===== src/rtl/lsusb_rx_pkg.sv =====
package lsusb_rx_pkg;
  // {dp, dm}
  typedef enum logic [1:0] {
    LN_SE0 = 2'b00,
    LN_J   = 2'b01,
    LN_K   = 2'b10,
    LN_SE1 = 2'b11
  } line_e;

  typedef enum logic [2:0] {
    ST_IDLE,
    ST_HUNT,
    ST_CHECK,
    ST_RECV,
    ST_SKIP
  } rx_state_e;
endpackage


===== src/rtl/lsusb_rx_line_sync.sv =====
module lsusb_rx_line_sync
  import lsusb_rx_pkg::*;
#(
  parameter int SYNC_STAGES = 2
) (
  input  logic  clk_i,
  input  logic  rst_ni,
  input  logic  dp_i,
  input  logic  dm_i,
  output line_e line_o,
  output line_e line_prev_o,
  output logic  edge_o
);
  localparam logic [1:0] IdleRaw = LN_J;

  logic [1:0] raw;
  logic [1:0] synced;
  line_e      prev_q;

  assign raw = {dp_i, dm_i};

  for (genvar g = 0; g < 2; g++) begin : g_wire
    logic [SYNC_STAGES-1:0] chain_q;
    always_ff @(posedge clk_i or negedge rst_ni) begin
      if (!rst_ni) chain_q <= {SYNC_STAGES{IdleRaw[g]}};
      else         chain_q <= {chain_q[SYNC_STAGES-2:0], raw[g]};
    end
    assign synced[g] = chain_q[SYNC_STAGES-1];
  end

  always_ff @(posedge clk_i or negedge rst_ni) begin
    if (!rst_ni) prev_q <= LN_J;
    else         prev_q <= line_e'(synced);
  end

  assign line_o      = line_e'(synced);
  assign line_prev_o = prev_q;
  assign edge_o      = (line_e'(synced) != prev_q);
endmodule


===== src/rtl/lsusb_rx_bit_timer.sv =====
module lsusb_rx_bit_timer #(
  parameter int CYC_PER_BIT = 11
) (
  input  logic clk_i,
  input  logic rst_ni,
  input  logic realign_i,
  output logic strobe_o
);
  localparam int CW   = $clog2(CYC_PER_BIT);
  localparam int HALF = CYC_PER_BIT / 2;

  logic [CW-1:0] tick_q;

  always_ff @(posedge clk_i or negedge rst_ni) begin
    if (!rst_ni)              tick_q <= CW'(CYC_PER_BIT - 1);
    else if (realign_i)       tick_q <= CW'(HALF - 1);
    else if (tick_q == '0)    tick_q <= CW'(CYC_PER_BIT - 1);
    else                      tick_q <= tick_q - 1'b1;
  end

  // an edge landing on a sample slot postpones the sample to the new bit
  assign strobe_o = (tick_q == '0) && !realign_i;

  AST_REALIGN_HOLDOFF: assert property (@(posedge clk_i) disable iff (!rst_ni)
    realign_i |=> !strobe_o);
  AST_STROBE_SPACING: assert property (@(posedge clk_i) disable iff (!rst_ni)
    strobe_o |=> !strobe_o);
endmodule


===== src/rtl/lsusb_rx_destuff.sv =====
module lsusb_rx_destuff #(
  parameter int STUFF_RUN = 6,
  parameter int BYTE_W    = 8
) (
  input  logic              clk_i,
  input  logic              rst_ni,
  input  logic              init_i,
  input  logic              bit_en_i,
  input  logic              level_k_i,
  output logic              byte_done_o,
  output logic [BYTE_W-1:0] byte_o
);
  localparam int OW = $clog2(STUFF_RUN + 1);
  localparam int BW = $clog2(BYTE_W);

  logic              last_k_q;
  logic [OW-1:0]     ones_q;
  logic [BW-1:0]     cnt_q;
  logic [BYTE_W-1:0] sr_q;
  logic              dbit;
  logic              stuffed;
  logic [BYTE_W-1:0] sr_n;

  assign dbit        = (level_k_i == last_k_q);
  assign stuffed     = (ones_q == OW'(STUFF_RUN));
  assign sr_n        = {dbit, sr_q[BYTE_W-1:1]};
  assign byte_done_o = bit_en_i && !stuffed && (cnt_q == BW'(BYTE_W - 1));
  assign byte_o      = sr_n;

  always_ff @(posedge clk_i or negedge rst_ni) begin
    if (!rst_ni) begin
      last_k_q <= 1'b1;
      ones_q   <= '0;
      cnt_q    <= '0;
      sr_q     <= '0;
    end else if (init_i) begin
      // last sync bit is K and decodes as a one
      last_k_q <= 1'b1;
      ones_q   <= OW'(1);
      cnt_q    <= '0;
    end else if (bit_en_i) begin
      last_k_q <= level_k_i;
      if (stuffed) begin
        ones_q <= '0;
      end else begin
        sr_q   <= sr_n;
        cnt_q  <= cnt_q + 1'b1;
        ones_q <= dbit ? ones_q + 1'b1 : '0;
      end
    end
  end

  AST_STUFF_DROP: assert property (@(posedge clk_i) disable iff (!rst_ni)
    (bit_en_i && stuffed && !init_i) |=> $stable(cnt_q));
endmodule


===== src/rtl/lsusb_rx.sv =====
module lsusb_rx
  import lsusb_rx_pkg::*;
#(
  parameter int CYC_PER_BIT = 11,
  parameter int BUF_BYTES   = 8,
  parameter int HUNT_BITS   = 3,
  parameter int MARK_W      = 8
) (
  input  logic                           clk_i,
  input  logic                           rst_ni,
  input  logic                           dp_i,
  input  logic                           dm_i,
  output logic [7:0]                     byte_o,
  output logic                           byte_valid_o,
  output logic [$clog2(BUF_BYTES)-1:0]   byte_idx_o,
  output logic                           pkt_done_o,
  output logic [$clog2(BUF_BYTES+1)-1:0] pkt_len_o,
  output logic                           overflow_o,
  output logic [MARK_W-1:0]              marker_cnt_o
);
  localparam int IDX_W    = $clog2(BUF_BYTES);
  localparam int LEN_W    = $clog2(BUF_BYTES + 1);
  localparam int HUNT_CYC = HUNT_BITS * CYC_PER_BIT;
  localparam int HW       = $clog2(HUNT_CYC);

  line_e     line, line_prev;
  logic      edge_w, strobe;
  rx_state_e st_q;
  logic      chk2_q;
  logic [HW-1:0]    hunt_q;
  logic [LEN_W-1:0] cnt_q;
  logic      jk_edge, leave_j;
  logic      bit_en, ds_init, byte_done;
  logic [7:0] ds_byte;

  lsusb_rx_line_sync #(.SYNC_STAGES(2)) u_line (
    .clk_i, .rst_ni, .dp_i, .dm_i,
    .line_o(line), .line_prev_o(line_prev), .edge_o(edge_w)
  );

  lsusb_rx_bit_timer #(.CYC_PER_BIT(CYC_PER_BIT)) u_timer (
    .clk_i, .rst_ni, .realign_i(edge_w), .strobe_o(strobe)
  );

  assign jk_edge = (line_prev == LN_J) && (line == LN_K);
  assign leave_j = (line_prev == LN_J) && (line != LN_J);
  assign bit_en  = (st_q == ST_RECV) && strobe && (line != LN_SE0);
  assign ds_init = (st_q == ST_CHECK) && chk2_q && strobe && (line == LN_K);

  lsusb_rx_destuff #(.STUFF_RUN(6), .BYTE_W(8)) u_destuff (
    .clk_i, .rst_ni,
    .init_i(ds_init), .bit_en_i(bit_en), .level_k_i(line == LN_K),
    .byte_done_o(byte_done), .byte_o(ds_byte)
  );

  always_ff @(posedge clk_i or negedge rst_ni) begin
    if (!rst_ni) begin
      st_q         <= ST_IDLE;
      chk2_q       <= 1'b0;
      hunt_q       <= '0;
      cnt_q        <= '0;
      byte_o       <= '0;
      byte_valid_o <= 1'b0;
      byte_idx_o   <= '0;
      pkt_done_o   <= 1'b0;
      pkt_len_o    <= '0;
      overflow_o   <= 1'b0;
      marker_cnt_o <= '0;
    end else begin
      byte_valid_o <= 1'b0;
      pkt_done_o   <= 1'b0;
      overflow_o   <= 1'b0;
      unique case (st_q)
        ST_IDLE: begin
          if (jk_edge) begin
            st_q   <= ST_CHECK;
            chk2_q <= 1'b0;
          end else if (leave_j) begin
            st_q   <= ST_HUNT;
            hunt_q <= '0;
          end
        end
        ST_HUNT: begin
          if (jk_edge) begin
            st_q   <= ST_CHECK;
            chk2_q <= 1'b0;
          end else if (hunt_q == HW'(HUNT_CYC - 1)) begin
            st_q         <= ST_IDLE;
            marker_cnt_o <= marker_cnt_o + 1'b1;
          end else begin
            hunt_q <= hunt_q + 1'b1;
          end
        end
        ST_CHECK: begin
          if (strobe) begin
            if (line != LN_K) begin
              st_q   <= ST_HUNT;
              hunt_q <= '0;
            end else if (!chk2_q) begin
              chk2_q <= 1'b1;
            end else begin
              st_q  <= ST_RECV;
              cnt_q <= '0;
            end
          end
        end
        ST_RECV: begin
          if (strobe && line == LN_SE0) begin
            st_q       <= ST_IDLE;
            pkt_done_o <= 1'b1;
            pkt_len_o  <= cnt_q;
          end else if (byte_done) begin
            if (cnt_q == LEN_W'(BUF_BYTES)) begin
              st_q       <= ST_SKIP;
              overflow_o <= 1'b1;
            end else begin
              byte_o       <= ds_byte;
              byte_valid_o <= 1'b1;
              byte_idx_o   <= cnt_q[IDX_W-1:0];
              cnt_q        <= cnt_q + 1'b1;
            end
          end
        end
        ST_SKIP: begin
          if (line == LN_SE0) st_q <= ST_IDLE;
        end
        default: st_q <= ST_IDLE;
      endcase
    end
  end

  AST_MARKER_STEP: assert property (@(posedge clk_i) disable iff (!rst_ni)
    !$stable(marker_cnt_o) |-> marker_cnt_o == $past(marker_cnt_o) + MARK_W'(1));
  AST_LEN_LIMIT: assert property (@(posedge clk_i) disable iff (!rst_ni)
    pkt_done_o |-> pkt_len_o <= LEN_W'(BUF_BYTES));
  AST_NO_DONE_AFTER_OVF: assert property (@(posedge clk_i) disable iff (!rst_ni)
    (st_q == ST_SKIP) |-> !pkt_done_o);
  AST_DONE_ENDS_WRITES: assert property (@(posedge clk_i) disable iff (!rst_ni)
    pkt_done_o |=> !byte_valid_o);
endmodule


===== config.mk =====
export PLATFORM = sky130hd
export DESIGN_NAME = lsusb_rx
export DESIGN_NICKNAME = d
export VERILOG_FILES = /design/src/rtl/lsusb_rx_pkg.sv /design/src/rtl/lsusb_rx_line_sync.sv /design/src/rtl/lsusb_rx_bit_timer.sv /design/src/rtl/lsusb_rx_destuff.sv /design/src/rtl/lsusb_rx.sv
export SDC_FILE = /design/constraint.sdc
export NUM_CORES = 1
export LEC_CHECK = 0
export ABC_AREA = 0
export BUFFER_PORTS_ARGS = -buffer_cell sky130_fd_sc_hd__buf_2
export CAP_MARGIN = 20
export CELL_PAD_IN_SITES_DETAIL_PLACEMENT = 1
export CELL_PAD_IN_SITES_GLOBAL_PLACEMENT = 2
export CORE_MARGIN = 8
export CORE_UTILIZATION = 30
export DETAILED_ROUTE_END_ITERATION = 8
export PLACE_DENSITY = 0.73
export RECOVER_POWER = 50
export SLEW_MARGIN = 20
export SYNTH_ARGS = -nofsm -noshare
export SYNTH_HDL_FRONTEND = slang
export SYNTH_SLANG_ARGS = --single-unit

===== constraint.sdc =====
create_clock -name clk_i -period 5.13 [get_ports clk_i]
set_input_delay 0.513 -clock clk_i [delete_from_list [all_inputs] [get_ports clk_i]]
set_output_delay 0.513 -clock clk_i [all_outputs]
set_load 0.02 [all_outputs]

==> results of run 1 <==
area by class of cell:
| class | instances | area, um^2 | share of cell area [%] |
|---|---|---|---|
| clock inverters | 7 | 102.6 | 2.867 |
| inverters | 12 | 45.04 | 1.259 |
| clock buffers | 9 | 123.9 | 3.462 |
| flip-flops and latches | 64 | 1609 | 44.96 |
| well taps | 136 | 170.2 | 4.755 |
| multi-input cells | 188 | 1374 | 38.39 |
| repair buffers | 31 | 153.9 | 4.301 |
cells by family (layout without fill, tap and decap cells):
| kind of cell | Yosys count | after routing | synth area share [%] |
|---|---|---|---|
| and+or+nand+nor | 99 | 99 | 18.41 |
| DFF | 64 | 64 | 52.04 |
| AOI/OAI and AO/OA | 42 | 42 | 9.551 |
| muxes | 25 | 25 | 9.025 |
| buffers and inverters | 22 | 59 | 3.520 |
| xor gates and xnor gates | 12 | 12 | 3.399 |
| adders and majority gates | 10 | 10 | 4.047 |
per-layer routing:
metal / part of all wire, % / track usage [%]
met5: 0 / 0
met4: 2.3 / 5.765
met3: 2.3 / 2.686
met2: 45 / 15.76
met1: 50 / 13.38
through the flow:
| stage | worst slack, ps | hold slack (ps) | cells | utilization (%) |
|---|---|---|---|---|
| after floorplan | 2770 | 217.4 | 274 | - |
| after global placement | 2569 | 333.8 | 431 | 32.97 |
| after detailed placement | 2458 | 337.9 | 431 | 32.97 |
| after CTS | 2442 | 243.1 | 447 | 35.20 |
| after global routing | 2241 | 238.1 | 447 | 35.14 |
| final | 2451 | 265.0 | 447 | 35.14 |
power by group:
group / switching (mW) / total (mW) / internal, mW
sequential: 0.0644 / 0.613 / 0.549
clock: 0.216 / 0.494 / 0.278
combinational: 0.137 / 0.250 / 0.113
total: 0.417 / 1.36 / 0.940
Yosys cell counts, drive strengths merged, types with 2 or more instances:
master	instances
nor2b	3
or2	2
ha	10
or4	2
dfstp	6
a21oi	5
nand2	21
xnor2	6
or2b	2
nand3	8
a31oi	3
nor3	6
nor3b	4
nor4	3
and3	6
a22oi	2
o22a	3
clkbuf	3
or3b	3
o21bai	2
a211o	2
xor2	6
inv	12
nand2b	3
buf	7
nor2	21
dfrtp	58
o21ai	11
nand4	6
mux2i	2
a22o	4
and4bb	2
mux2	23
sequential cells by signal, summed over array words and instances (netlist names):
name                   flops
byte_idx_o                 3
st_q                       3
u_destuff.cnt_q            3
marker_cnt_o               8
chk2_q                     1
pkt_done_o                 1
cnt_q                      4
u_timer.tick_q             4
hunt_q                     6
u_destuff.last_k_q         1
u_destuff.ones_q           3
byte_valid_o               1
u_destuff.sr_q             7
u_line.line_prev_o         2
pkt_len_o                  4
byte_o                     8
u_line.g_wire.chain_q      4
overflow_o                 1
worst max path at each step:
stage,from,end
finish,u_timer.tick_q[0]$_DFF_PN0_,byte_o[4]$_DFFE_PN0P_
CTS,u_timer.tick_q[0]$_DFF_PN0_,byte_o[4]$_DFFE_PN0P_
detailed placement,u_timer.tick_q[0]$_DFF_PN0_,byte_o[4]$_DFFE_PN0P_
global placement,u_timer.tick_q[0]$_DFF_PN0_,byte_o[3]$_DFFE_PN0P_
floorplan,u_timer.tick_q[0]$_DFF_PN0_,hunt_q[4]$_DFFE_PN0P_
global route,u_timer.tick_q[0]$_DFF_PN0_,byte_o[4]$_DFFE_PN0P_
==> out/results.ini, run 1 <==
[status]
status = completed

[yosys]
yosysSeqAreaShare_pct = 52.04
ys_warn_count = 0
ys_seq_elements = 64
synth-edff-count = 0
async_reset_ff_share_pct = 100.0
ys.flop_type = dfrtp_1
yosysTopAreaCellShare_pct = 46.94
synth.distinct_cells = 58
synth.net_count = 288
syn_area_per_cell_um2 = 11.28
synthTopCellsByArea = dfrtp_1 (47%), mux2_2 (8.4%), dfstp_2 (5.1%)
netlist_area_um2 = 3092
syn_inst = 274
synth_largest_area_cell = dfrtp_1

[critical_path]
cpPeakStageDelay_ps = 580
rrSetupSlack_ps = 2450
cpLargestDelayFamily = simple AND/OR/NAND/NOR gates
worstPathMaxFanout = 14
reg2reg_depth = 7
reg2reg_to = byte_o[4]$_DFFE_PN0P_
end_kind = flip-flop
timing.rr.start = u_timer.tick_q[0]$_DFF_PN0_
worstSetupPathDepth = 7
critical_path_arrival_ps = 2910
slowest_stage = and3_1
worstPathCellList = inv_1 -> ha_1 -> nor3b_1 -> nand4_1 -> nor2_1 -> and3_1 -> mux2_2
path_class = flip-flop to flip-flop
startpoint_type = flip-flop
path_buf_inv = 1
required_ps = 5360

[die]
row_count = 37
die_x_um = 117.5
io_pins = 30
die_h_um = 117.5
core-area_um2 = 10180
dieArea_um2 = 13810
start_util_pct = 30.36

[min_path]
worst_hold_path.num_cells = 1
hold_end = u_line.g_wire[0].chain_q[0]$_DFF_PN1_
hold_start = dm_i
hp-class = primary input to flip-flop

[clocking]
cts_tree = done
cts_made_buffers = 9
cts_sinks = 64
cts_resized = 0
clk_pin_slew_ps = 80
cts-htree-levels = 3
cts.root.buffer_cell = clkbuf_8
hold_buffers = 0
clock_latency_ps = 340
postCtsSetupBuffers = 0
clk_path_buf_depth = 2

[run]
maxCapViolations = 0

[layout]
final_common_cell = dfrtp_1
final_nets = 320
syn2layout_area_growth_pct = 15.74
final_cell_mix = dfrtp_1 (58), buf_2 (24), mux2_2 (23), nand2_1 (21), nor2_1 (21)
drive_above_1_share_pct = 27.97
stdcell_area_um2 = 3578
fillerInstances = 1167
antenna_cells = 0

[detailed_routing]
initialDrtViolationCount = 63
dr.pass1.iters = 4
drc = 0
via_per_inst = 4.787
vias = 2140
routed_wl_um = 6697
ant_nets = 0
wire_per_inst_um = 14.98

[timing]
fmax_mhz = 373.3
slew_violations = 0
finalSetupViolCount = 0
min_period_over_period_pct = 52.22
fin_setup_tns_ps = 0
fin_skew_ps = 6.022
layout_min_cycle_time_ps = 2679
worstMarginPinSlew_ps = 806.1
rsz0062_at_grt = no
slew_headroom_pct = 46.26
hold_viol_final = 0

[place]
postPlaceCellArea_um2 = 3358
place.detailed.hpwl_um = 4783
port_buffers = 29
gp_congestion = 0.7145

[global_route]
grt_antenna_before_repair = 0
grt_use_total_pct = 10.45
grt_pass1_vias = 2277
grt_pass1_wl_um = 11790
grt_max_degree = 65
grt.overflow.total = 0

[pwr]
ir_drop_mv = 0.1916
total_power_mw = 1.357
p_leak_nw = 1.692
power_density_nw_per_um2 = 379.2

(Power assumes the default switching activity.)
==> run 2: changes to the inputs <==
==> constraint.sdc (replaced) <==
create_clock -name clk_i -period 2.6 [get_ports clk_i]
set_input_delay 0.26 -clock clk_i [delete_from_list [all_inputs] [get_ports clk_i]]
set_output_delay 0.26 -clock clk_i [all_outputs]
set_load 0.02 [all_outputs]
==> run 2 against run 1 <==
  * The flow now finishes with violations (max-capacitance violations, max-slew violations)
  * Critical path depth stayed put
  * Sequential share of layout area is 1.5 points lower
  * Cell area is 3.4% higher
  * Clock skew is 1.8 ps higher
  * Worst setup slack worse by 2300 ps
  * Global-route usage is 0.072 points higher
  * Sequential power is 96% higher
  * Clock-buffer cell count is 1 higher
  * Total power is 110% higher
  * Non-clock buffer count is 11 higher
  * Sequential cell count stayed put
  * Highest routed layer unchanged
==> out/results.ini, run 2 (synthesis gave the netlist of run 1 again) <==
[layout]
stdcell_area_um2 = 3700
syn2layout_area_growth_pct = 19.67
final_nets = 331
final_core_utilization_pct = 36.33
antenna_cells = 0
ff_latch_area_um2 = 1609
final_cell_mix = dfrtp_1 (58), clkbuf_1 (25), mux2_2 (23), nand2_1 (21), nor2_1 (21)
drive_above_1_share_pct = 23.60
final_cells = 458
fillerInstances = 1166
final_common_cell = dfrtp_1
reg.largest.list = byte_o: 8 flops, marker_cnt_o: 8 flops, u_destuff.sr_q: 7 flops
multiInputGateArea_um2 = 1378

[die]
io_pins = 30
die_h_um = 117.5
core-area_um2 = 10180
row_count = 37
dieArea_um2 = 13810
start_util_pct = 30.36
die_x_um = 117.5

[pwr]
pwr-share-comb_pct = 18.7
power_density_nw_per_um2 = 757.4
internal-power_mw = 1.996
seq_power_share_pct = 42.9
p_leak_nw = 1.683
ir_drop_mv = 0.3081
power_frac_clock_pct = 38.4
power_switching_share_pct = 28.78
switchingPower_mw = 0.8065

[clocking]
cts.root.buffer_cell = clkbuf_8
cts-htree-levels = 3
clk_path_buf_depth = 2
cts_sinks = 64
cts_made_buffers = 9
cts_tree = done
clock_latency_ps = 350
clk_pin_slew_ps = 70

[detailed_routing]
ant_nets = 0
vias = 2189
drc = 0
dr.pass1.iters = 4
routed_wl_um = 6826
wire_per_inst_um = 14.90
initialDrtViolationCount = 51
via_per_inst = 4.779

[timing]
fin_skew_ps = 7.783
worstMarginPinSlew_ps = 1720
slew_violations = 29
setup_ws_ps = 156.9
layout_min_cycle_time_ps = 2443
slew_headroom_pct = -14.66
finalSetupViolCount = 0
min_period_over_period_pct = 93.96
hold_viol_final = 0
fmax_mhz = 409.3
rsz0062_at_grt = no
fin_setup_tns_ps = 0

[global_route]
grt.overflow.total = 0
grt_pass1_vias = 2366
grt_antenna_before_repair = 0
grt_use_total_pct = 10.52
grt_pass1_wl_um = 11990
grt_max_degree = 37

[run]
maxCapViolations = 1

[critical_path]
path_class = flip-flop to flip-flop
critical_path_arrival_ps = 2680
worstPathMaxFanout = 6
required_ps = 2830
slowest_stage = or4_4
startpoint_type = flip-flop
worstPathCellList = inv_1 -> ha_1 -> or3b_4 -> nor3_4 -> a31oi_1 -> or4_4 -> a211o_1
reg2reg_depth = 7
end_kind = flip-flop
cpPeakStageDelay_ps = 590

[place]
port_buffers = 29
postPlaceCellArea_um2 = 3443
place_worst_setup_slack_ps = 77.08
gp_congestion = 0.7556
place.detailed.hpwl_um = 4852
dp.cells = 439

[min_path]
hp-class = flip-flop to flip-flop
worst_hold_path.num_cells = 0

[status]
violations = max-capacitance violations, max-slew violations
status = complete, but fails checks

## run 2: critical path, delay by kind of cell, from the launching register on
kind / cells / cell delay [ps]
fa+ha+maj: 1 / 250
flops: 1 / 400
compound gates: 2 / 440
simple gates: 3 / 1150
buf+inv: 1 / 90
## run 2: timing repair
item,in CTS,in global routing
resized for setup,0,1
buffers inserted,0,0
hold endpoints to repair,27,0
hold buffers,3,0
endpoints found under the setup margin,0,3
## run 2: per-stage QoR
step / power (mW) / hold WS [ps]
global route: 2.972 / 373.3
global placement: 1.729 / 332.0
floorplan: 1.611 / -35.59
detailed placement: 1.742 / 336.2
finish: 2.802 / 349.7
CTS: 2.845 / 352.9
## run 2: final timing paths
kind,slack [ps],to,startpoint
worst max-delay path,160,hunt_q[4]$_DFFE_PN0P_,u_timer.tick_q[0]$_DFF_PN0_
worst min-delay path,350,u_line.g_wire[1].chain_q[1]$_DFF_PN0_,u_line.g_wire[1].chain_q[0]$_DFF_PN0_
worst max register to register,160,hunt_q[4]$_DFFE_PN0P_,u_timer.tick_q[0]$_DFF_PN0_
worst min register to register,350,u_line.g_wire[1].chain_q[1]$_DFF_PN0_,u_line.g_wire[1].chain_q[0]$_DFF_PN0_
max in group asynchronous,710,u_line.g_wire[0].chain_q[1]$_DFF_PN1_,rst_ni
min in group asynchronous,900,st_q[0]$_DFFE_PN0P_,rst_ni
## run 2: per-layer routing
layer	global-route usage [%]	part of all wire [%]	wire length (um)
met5	0	0	0
met4	5.765	2.2	153
met3	2.446	1.9	132
met2	16.51	46	3112
met1	13.12	50	3428
## run 2: cell type report
cell class / instances / share of cell area (%)
Sequential cell: 64 / 43.49
Tap cell: 136 / 4.599
Clock buffer: 10 / 3.720
Multi-Input combinational cell: 188 / 37.23
Inverter: 12 / 1.217
Clock inverter: 6 / 3.145
Timing Repair Buffer: 42 / 6.595
## run 2: power by group through the flow
stage,combinational (mW),clock (mW),sequential [mW]
6_report,0.523,1.08,1.20
5_1_grt,0.595,1.15,1.22
4_1_cts,0.526,1.12,1.20
3_5_place_dp,0.519,0,1.22
3_3_place_gp,0.509,0,1.22
2_1_floorplan,0.448,0,1.16
==> run 3: changes to the inputs <==
==> constraint.sdc (replaced) <==
create_clock -name clk_i -period 2.6 [get_ports clk_i]
set_input_delay 0.26 -clock clk_i [delete_from_list [all_inputs] [get_ports clk_i]]
set_output_delay 0.26 -clock clk_i [all_outputs]
set_load 0.01 [all_outputs]
==> run 3 against run 2 <==
  * The run still ends with max-capacitance violations, max-slew violations left
  * Sequential share of layout area barely moved
  * Largest power group unchanged
  * Critical path type unchanged
  * Critical endpoint unchanged
  * Highest routed layer unchanged
  * Combinational power barely moved
  * Sequential power barely moved
==> out/results.ini, run 3 (synthesis gave the netlist of run 1 again) <==
[place]
place.detailed.hpwl_um = 4852
dp.cells = 439
place_worst_setup_slack_ps = 77.08
port_buffers = 29
gp_congestion = 0.7556

[clocking]
clk_pin_slew_ps = 70
cts_tree = done
postCtsSetupBuffers = 0
clk_path_buf_depth = 2
cts.root.buffer_cell = clkbuf_8
cts-htree-levels = 3
clock_latency_ps = 350
cts_sinks = 64
cts_made_buffers = 9

[critical_path]
required_ps = 2830
worstPathCellList = inv_1 -> ha_1 -> or3b_4 -> nor3_4 -> a31oi_1 -> or4_4 -> a211o_1
worstPathMaxFanout = 6
end_kind = flip-flop
startpoint_type = flip-flop
cp-startpoint = u_timer.tick_q[0]$_DFF_PN0_
rrSetupSlack_ps = 160
path_class = flip-flop to flip-flop
cpPeakStageDelay_ps = 590
critical_path_arrival_ps = 2670
slowest_stage = or4_4
timing.rr.start = u_timer.tick_q[0]$_DFF_PN0_
reg2reg_depth = 7

[die]
die_h_um = 117.5
io_pins = 30
row_count = 37
start_util_pct = 30.36
dieArea_um2 = 13810
die_x_um = 117.5
core-area_um2 = 10180

[layout]
final_nets = 331
antenna_cells = 0
ff_latch_area_um2 = 1609
fillerInstances = 1164
final_common_cell = dfrtp_1
final_cell_mix = dfrtp_1 (58), clkbuf_1 (26), mux2_2 (23), nand2_1 (21), nor2_1 (21)
reg.largest.list = byte_o: 8 flops, marker_cnt_o: 8 flops, u_destuff.sr_q: 7 flops
final_cells = 458
multiInputGateArea_um2 = 1378
syn2layout_area_growth_pct = 19.63
drive_above_1_share_pct = 23.29

[global_route]
grt_pass1_vias = 2366
grt_pass1_wl_um = 11990
grt_antenna_before_repair = 0
grt.overflow.total = 0
grt_use_total_pct = 10.52
grt_max_degree = 37

[timing]
setup_ws_ps = 160.5
rsz0062_at_grt = no
hold_viol_final = 0
fin_skew_ps = 7.781
slew_headroom_pct = -13.99
layout_min_cycle_time_ps = 2439
min_period_over_period_pct = 93.83
finalSetupViolCount = 0
worstMarginPinSlew_ps = 1710
fin_hold_ws_ps = 349.7
fmax_mhz = 409.9
slew_violations = 29
fin_setup_tns_ps = 0

[detailed_routing]
drc = 0
routed_wl_um = 6836
via_per_inst = 4.788
vias = 2193
ant_nets = 0
wire_per_inst_um = 14.93
dr.pass1.iters = 4
initialDrtViolationCount = 51

[status]
violations = max-capacitance violations, max-slew violations
status = complete, but fails checks

[run]
maxCapViolations = 1

[min_path]
hold_start = u_line.g_wire[1].chain_q[0]$_DFF_PN0_
hp-class = flip-flop to flip-flop
worst_hold_path.num_cells = 0

[pwr]
power_density_nw_per_um2 = 757.7
p_leak_nw = 1.679
ir_drop_mv = 0.3080

-- run 3: cell count changes in the layout (fill, tap and decap cells not counted) --
cell and delta:
clkbuf_1 +1, buf_2 -1
-- run 3: path summary, 6_finish.rpt --
| check | to |
|---|---|
| max | hunt_q[4]$_DFFE_PN0P_ |
| min | u_line.g_wire[1].chain_q[1]$_DFF_PN0_ |
| max reg2reg | hunt_q[4]$_DFFE_PN0P_ |
| min reg2reg | u_line.g_wire[1].chain_q[1]$_DFF_PN0_ |
| max in group asynchronous | u_line.g_wire[0].chain_q[1]$_DFF_PN1_ |
| min in group asynchronous | st_q[0]$_DFFE_PN0P_ |
-- run 3: layout make-up --
cell class / count / share of cell area, %
clock buffer: 10 / 3.721
multi-input combinational: 188 / 37.25
sequential: 64 / 43.50
timing repair buffer: 42 / 6.563
clock inverter: 6 / 3.146
inverter: 12 / 1.218
tap: 136 / 4.601
-- run 3: per-layer routing --
metal / vias up / global-route usage [%] / share of wire (%)
met4: 0 / 5.765 / 2.2
met5: - / 0 / 0
met3: 10 / 2.446 / 2.0
met1: 1095 / 13.12 / 50
li1: 1065 / - / -
met2: 23 / 16.51 / 45
-- run 3: worst max-delay path, delay by kind of cell (launching register included) --
| family | cells | cell delay (ps) |
|---|---|---|
| AO/OA/AOI/OAI | 2 | 440 |
| adder cells (fa/ha/maj) | 1 | 250 |
| buffers and inverters | 1 | 90 |
| flip-flops | 1 | 400 |
| AND/OR/NAND/NOR | 3 | 1150 |
-- run 3: report_power, final --
| part | switching (mW) | internal [mW] |
|---|---|---|
| Combinational | 0.278 | 0.245 |
| Clock | 0.409 | 0.668 |
| Sequential | 0.120 | 1.08 |
-- run 3: metrics by stage --
stage	instance area (um^2)	power [mW]	util [%]
2_1_floorplan	3092	1.611	-
3_3_place_gp	3443	1.729	33.81
3_5_place_dp	3443	1.742	33.81
4_1_cts	3727	2.844	36.60
5_1_grt	3699	2.972	36.31
6_report	3699	2.802	36.31
-- run 3: repair_timing --
item / 4_1_cts / 5_1_grt
setup endpoints to repair: 0 / 3
hold buffers: 3 / 0
endpoints found under the hold margin: 27 / 0
gates resized for setup: 0 / 1
